[config.mk]
export PLATFORM = sky130hd
export DESIGN_NAME = pgbank_ctrl
export DESIGN_NICKNAME = d
export VERILOG_FILES = /design/src/rtl/pgbank_pkg.sv /design/src/rtl/pgbank_rowbuf.sv /design/src/rtl/pgbank_classify.sv /design/src/rtl/pgbank_timer.sv /design/src/rtl/pgbank_ctrl.sv
export SDC_FILE = /design/constraint.sdc
export NUM_CORES = 1
export LEC_CHECK = 0
export ABC_AREA = 1
export BUFFER_PORTS_ARGS = -buffer_cell sky130_fd_sc_hd__buf_4
export CORE_MARGIN = 4
export CORE_UTILIZATION = 54
export CTS_CLUSTER_SIZE = 30
export DETAILED_ROUTE_END_ITERATION = 12
export PLACE_DENSITY_LB_ADDON = 0.1
export SYNTH_ARGS = -nofsm -noshare
export SYNTH_HDL_FRONTEND = slang
export SYNTH_SLANG_ARGS = --single-unit
[constraint.sdc]
create_clock -name clk -period 1.9 [get_ports clk]
set_input_delay 0.095 -clock clk [delete_from_list [all_inputs] [get_ports clk]]
set_output_delay 0.095 -clock clk [all_outputs]
set_load 0.02 [all_outputs]
[src/rtl/pgbank_pkg.sv]
package pgbank_pkg;

   typedef enum logic [1:0] {
      ACC_EMPTY    = 2'd0,
      ACC_HIT      = 2'd1,
      ACC_CONFLICT = 2'd2
   } acc_class_e;

endpackage

[src/rtl/pgbank_rowbuf.sv]
module pgbank_rowbuf #(
   parameter int ROW_W      = 8,
   parameter bit CLOSE_PAGE = 1'b0,
   parameter int PRE_CYC    = 4,
   parameter int PRE_W      = 3
) (
   input  logic             clk,
   input  logic             rst_n,
   input  logic             acc,
   input  logic [ROW_W-1:0] acc_row,
   input  logic             fin,
   output logic             open_vld,
   output logic [ROW_W-1:0] open_row,
   output logic [PRE_W-1:0] pre_left
);

   generate
      if (CLOSE_PAGE) begin : g_close
         logic [PRE_W-1:0] pre_q;
         logic             unused_in;

         assign unused_in = acc ^ (^acc_row);
         assign open_vld  = 1'b0;
         assign open_row  = '0;
         assign pre_left  = pre_q;

         // precharge starts at the completion edge, one cycle already spent
         always_ff @(posedge clk) begin
            if (!rst_n)
               pre_q <= '0;
            else if (fin)
               pre_q <= PRE_W'(PRE_CYC - 1);
            else if (pre_q != '0)
               pre_q <= pre_q - 1'b1;
         end
      end else begin : g_open
         logic             vld_q;
         logic [ROW_W-1:0] row_q;
         logic             unused_fin;

         assign unused_fin = fin;
         assign open_vld   = vld_q;
         assign open_row   = row_q;
         assign pre_left   = '0;

         always_ff @(posedge clk) begin
            if (!rst_n) begin
               vld_q <= 1'b0;
               row_q <= '0;
            end else if (acc) begin
               vld_q <= 1'b1;
               row_q <= acc_row;
            end
         end
      end
   endgenerate

endmodule

[src/rtl/pgbank_classify.sv]
module pgbank_classify
   import pgbank_pkg::*;
#(
   parameter int ROW_W          = 8,
   parameter int UNIT_CYC       = 2,
   parameter int HIT_UNITS      = 2,
   parameter int EMPTY_UNITS    = 4,
   parameter int CONFLICT_UNITS = 6,
   parameter int PRE_W          = 3,
   parameter int LAT_W          = 5
) (
   input  logic             open_vld,
   input  logic [ROW_W-1:0] open_row,
   input  logic [ROW_W-1:0] req_row,
   input  logic [PRE_W-1:0] pre_left,
   output acc_class_e       cls,
   output logic [LAT_W-1:0] start_val
);

   localparam int HIT_CYC   = HIT_UNITS * UNIT_CYC;
   localparam int EMPTY_CYC = EMPTY_UNITS * UNIT_CYC;
   localparam int CONF_CYC  = CONFLICT_UNITS * UNIT_CYC;

   logic [LAT_W-1:0] base;

   always_comb begin
      if (!open_vld) begin
         cls  = ACC_EMPTY;
         base = LAT_W'(EMPTY_CYC);
      end else if (open_row == req_row) begin
         cls  = ACC_HIT;
         base = LAT_W'(HIT_CYC);
      end else begin
         cls  = ACC_CONFLICT;
         base = LAT_W'(CONF_CYC);
      end
      // counter runs from start_val down to zero, so one less than the latency
      start_val = base + LAT_W'(pre_left) - 1'b1;
   end

endmodule

[src/rtl/pgbank_timer.sv]
module pgbank_timer #(
   parameter int LAT_W = 5
) (
   input  logic             clk,
   input  logic             rst_n,
   input  logic             start,
   input  logic [LAT_W-1:0] start_val,
   output logic             busy,
   output logic             fin
);

   logic [LAT_W-1:0] cnt_q;
   logic             busy_q;

   assign busy = busy_q;
   assign fin  = busy_q && (cnt_q == '0);

   always_ff @(posedge clk) begin
      if (!rst_n) begin
         busy_q <= 1'b0;
         cnt_q  <= '0;
      end else if (start) begin
         busy_q <= 1'b1;
         cnt_q  <= start_val;
      end else if (busy_q) begin
         if (cnt_q == '0)
            busy_q <= 1'b0;
         else
            cnt_q <= cnt_q - 1'b1;
      end
   end

endmodule

[src/rtl/pgbank_ctrl.sv]
module pgbank_ctrl
   import pgbank_pkg::*;
#(
   parameter int ROW_W          = 8,
   parameter int COL_W          = 6,
   parameter int UNIT_CYC       = 2,
   parameter bit CLOSE_PAGE     = 1'b0,
   parameter int HIT_UNITS      = 2,
   parameter int EMPTY_UNITS    = 4,
   parameter int CONFLICT_UNITS = 6,
   parameter int PRE_UNITS      = 2
) (
   input  logic             clk,
   input  logic             rst_n,
   input  logic             req_valid,
   input  logic             req_write,
   input  logic [ROW_W-1:0] req_row,
   input  logic [COL_W-1:0] req_col,
   output logic             req_ready,
   output logic             done,
   output logic [1:0]       done_class,
   output logic             done_write,
   output logic [COL_W-1:0] done_col
);

   localparam int PRE_CYC = PRE_UNITS * UNIT_CYC;
   localparam int MAX_LAT = (CONFLICT_UNITS + PRE_UNITS) * UNIT_CYC;
   localparam int PRE_W   = $clog2(PRE_CYC + 1);
   localparam int LAT_W   = $clog2(MAX_LAT + 1);

   generate
      if (ROW_W < 1 || COL_W < 1) begin : g_bad_width
         $error("pgbank_ctrl: address widths must be at least 1");
      end
      if (UNIT_CYC < 1 || HIT_UNITS < 1) begin : g_bad_unit
         $error("pgbank_ctrl: unit and hit latency must be at least 1");
      end
      if (!(HIT_UNITS < EMPTY_UNITS && EMPTY_UNITS < CONFLICT_UNITS)) begin : g_bad_order
         $error("pgbank_ctrl: latencies must rise from hit to empty to conflict");
      end
      if (PRE_CYC < 2) begin : g_bad_pre
         $error("pgbank_ctrl: precharge must last at least two cycles");
      end
   endgenerate

   logic             acc, busy, fin;
   logic             open_vld;
   logic [ROW_W-1:0] open_row;
   logic [PRE_W-1:0] pre_left;
   acc_class_e       cls;
   logic [LAT_W-1:0] start_val;

   logic             done_q, wr_q;
   acc_class_e       cls_q;
   logic [COL_W-1:0] col_q;

   assign req_ready = !busy;
   assign acc       = req_valid && req_ready;

   pgbank_rowbuf #(
      .ROW_W     (ROW_W),
      .CLOSE_PAGE(CLOSE_PAGE),
      .PRE_CYC   (PRE_CYC),
      .PRE_W     (PRE_W)
   ) u_rowbuf (
      .clk     (clk),
      .rst_n   (rst_n),
      .acc     (acc),
      .acc_row (req_row),
      .fin     (fin),
      .open_vld(open_vld),
      .open_row(open_row),
      .pre_left(pre_left)
   );

   pgbank_classify #(
      .ROW_W         (ROW_W),
      .UNIT_CYC      (UNIT_CYC),
      .HIT_UNITS     (HIT_UNITS),
      .EMPTY_UNITS   (EMPTY_UNITS),
      .CONFLICT_UNITS(CONFLICT_UNITS),
      .PRE_W         (PRE_W),
      .LAT_W         (LAT_W)
   ) u_classify (
      .open_vld (open_vld),
      .open_row (open_row),
      .req_row  (req_row),
      .pre_left (pre_left),
      .cls      (cls),
      .start_val(start_val)
   );

   pgbank_timer #(
      .LAT_W(LAT_W)
   ) u_timer (
      .clk      (clk),
      .rst_n    (rst_n),
      .start    (acc),
      .start_val(start_val),
      .busy     (busy),
      .fin      (fin)
   );

   always_ff @(posedge clk) begin
      if (!rst_n) begin
         done_q <= 1'b0;
         cls_q  <= ACC_EMPTY;
         wr_q   <= 1'b0;
         col_q  <= '0;
      end else begin
         done_q <= fin;
         if (acc) begin
            cls_q <= cls;
            wr_q  <= req_write;
            col_q <= req_col;
         end
      end
   end

   assign done       = done_q;
   assign done_class = cls_q;
   assign done_write = wr_q;
   assign done_col   = col_q;

endmodule

==> flow_summary.json <==
{
  "vdd.ir_drop.worst_uv": 685,
  "tns_ns": 0,
  "finClkSkew_ns": 0.00949,
  "rsz0062_at_grt": "false",
  "row_count": 16,
  "synth_top_flop_cell": "dfxtp_1",
  "cts.reportedPaths.clkPinSlew_ns": 0.14,
  "drc": 0,
  "vias": 1092,
  "drt_iter0_markers": 20,
  "synth_area_leaders": "dfxtp_1, nor2_1, nand2_1",
  "cts_tree": "done",
  "n_antenna_cell": 0,
  "fp.dieW_um": 53.2,
  "dp.cells": 204,
  "die_height_um": 53.2,
  "coreArea_mm2": 0.00194,
  "wire_per_inst_um": 11.9,
  "cts-buffers-inserted": 3,
  "synth_area_mm2": 0.00110,
  "first_pass_iters": 4,
  "ant_nets": 0,
  "fmax_mhz": 655,
  "ios": 29,
  "port_buffers": 28,
  "cts_buffer_depth": 2,
  "grt_pass1_wl_um": 4590,
  "synth_most_common_cell": "nor2_1",
  "postSynth.asyncResetShare_pct": 0,
  "nNetsFinal": 215,
  "maxSlewViolCount": 0,
  "p_seq_share_pct": 51.5,
  "gp_congestion": 0.791,
  "worstPathRequired_ns": 2.14,
  "synth_cells": 153,
  "p_sw_w": 0.000384,
  "overflow": 0,
  "stdcell_count": 222,
  "wl_um": 2630,
  "htreeDepth": 1,
  "cap_viol_max_count": 0,
  "syn-num-nets": 172,
  "setup_viol": 0,
  "internal_power_w": 0.000800,
  "synth_top_area_share_pct": 45.4,
  "pwr-share-clk_pct": 21.3,
  "place_hpwl_um": 1670,
  "netlist_top_cells_count": "nor2_1, nand2_1, dfxtp_1",
  "grt_util_all_layers_pct": 22.9,
  "finalPower_w": 0.00118,
  "synth_edf_count": 0,
  "cts_resized": 0,
  "fin_crit_sh_pct": 80.4,
  "start_util_pct": 56.8,
  "finalHoldViolations": 0,
  "ys_warn_count": 0,
  "cp_max_fo": 17,
  "powerDensity_mw_per_mm2": 788,
  "fp.dieArea_mm2": 0.00283,
  "grt_antenna_before_repair": 0,
  "slew_headroom_pct": 80.8,
  "period_needed_ns": 1.53,
  "ys_types": 23,
  "arrival_ns": 1.77,
  "worst_pin_slew_ns": 0.288,
  "p_comb_share_pct": 27.2,
  "n_fill_cell": 147,
  "grt_max_degree": 24,
  "insertion_delay_ns": 0.34,
  "ys_ff_latch": 25,
  "viasPerCell": 4.92,
  "syn_area_per_cell_um2": 7.21,
  "status": "completed",
  "crit_type": "register to register",
  "hp-class": "primary input to register",
  "seq_area_frac_synth_pct": 45.4,
  "cts.sinks": 25,
  "grt_pass1_vias": 1032,
  "p_sw_share_pct": 32.4,
  "synth_top_cell_by_area": "dfxtp_1",
  "p_leak_nw": 0.707,
  "clk_root_buffer_cell": "clkbuf_4",
  "cp-start-kind": "register",
  "endpoint_kind": "register",
  "layout-drive-gt1-share_pct": 23.6,
  "area_growth_pct": 36.2
}
[layer usage]
metal | part of all wire (%) | GRT usage [%] | vias to the layer above
met5 | 0 | 0 | -
met4 | 1.6 | 8.94 | 0
met3 | 3.7 | 6.20 | 5
met2 | 52 | 40.2 | 21
met1 | 42 | 25.9 | 502
li1 | - | - | 564
[repair_timing]
item | CTS | global route
hold buffers | 14 | 0
hold endpoints to repair | 14 | 0
setup buffers | 0 | 0
[stage by stage]
stage | hold slack [ns] | util, % | setup slack, ns | instance area (µm²)
final | 0.0196 | 77.4 | 0.373 | 1500
after global placement | 0.320 | 68.6 | 0.467 | 1330
after CTS | 0.00456 | 77.4 | 0.385 | 1500
after global routing | 0.00778 | 77.4 | 0.235 | 1500
after floorplan | 0.223 | - | 0.617 | 1100
after detailed placement | 0.328 | 68.6 | 0.399 | 1330
[layout by cell type, fill, tap and decap left out, types with 4 or more instances in the layout]
| cell type | count |
|---|---|
| a21oi_1 | 8 |
| buf_4 | 29 |
| dfxtp_1 | 25 |
| dlygate4sd3_1 | 14 |
| inv_1 | 12 |
| inv_2 | 4 |
| nand2_1 | 26 |
| nor2_1 | 33 |
| o21ai_0 | 16 |
| xnor2_1 | 5 |
[cell families after synthesis]
family / count (synthesis) / synth area share [%]
AO/OA/AOI/OAI: 29 / 13.4
XOR/XNOR: 5 / 3.97
adder cells (fa/ha/maj): 1 / 1.13
buffers and inverters: 21 / 7.48
flip-flops: 25 / 45.4
AND/OR/NAND/NOR: 72 / 28.7
[critical path: stages (launching register included)]
cell and delay, ns:
dfxtp_1 0.41, nor2_4 0.06, inv_2 0.23, nand2_1 0.15, ha_1 0.25, nand2_2 0.08, nor2_2 0.05, a21oi_1 0.15
nor2_1 0.06
[state kept, by name (all words and copies together), names as in the netlist]
register           count
u_rowbuf.open_row      8
done_col               6
u_timer.cnt_q          5
done_class             2
done                   1
done_write             1
u_rowbuf.open_vld      1
u_timer.busy           1
[power groups by stage]
stage / Sequential (W) / Combinational [W] / Clock, W
global route: 0.000618 / 0.000364 / 0.000281
floorplan: 0.000635 / 0.000182 / 0
global placement: 0.000619 / 0.000282 / 0
CTS: 0.000610 / 0.000319 / 0.000260
finish: 0.000610 / 0.000322 / 0.000252
detailed placement: 0.000621 / 0.000295 / 0
[path summary, 6_finish.rpt]
kind | slack, ns | endpoint | start | cells after the start
worst max-delay path | 0.37 | u_timer.cnt_q[4] | u_timer.busy | 8
worst min-delay path | 0.02 | u_rowbuf.open_row[0] | req_row[0] | 3
worst max register to register | 0.37 | u_timer.cnt_q[4] | u_timer.busy | 8
worst min register to register | 0.49 | done_class[0] | done_class[0] | 2
[cell type report]
class                   count  area, µm²  share of cell area (%)
repair buffers             43        358                    23.8
inverters                  16       60.1                    4.00
well taps                  27       33.8                    2.25
flip-flops and latches     25        500                    33.3
clock inverters             1       7.51                   0.500
multi-input cells         107        520                    34.6
clock buffers               3       22.5                    1.50
Power figures use the tool's default switching activity.
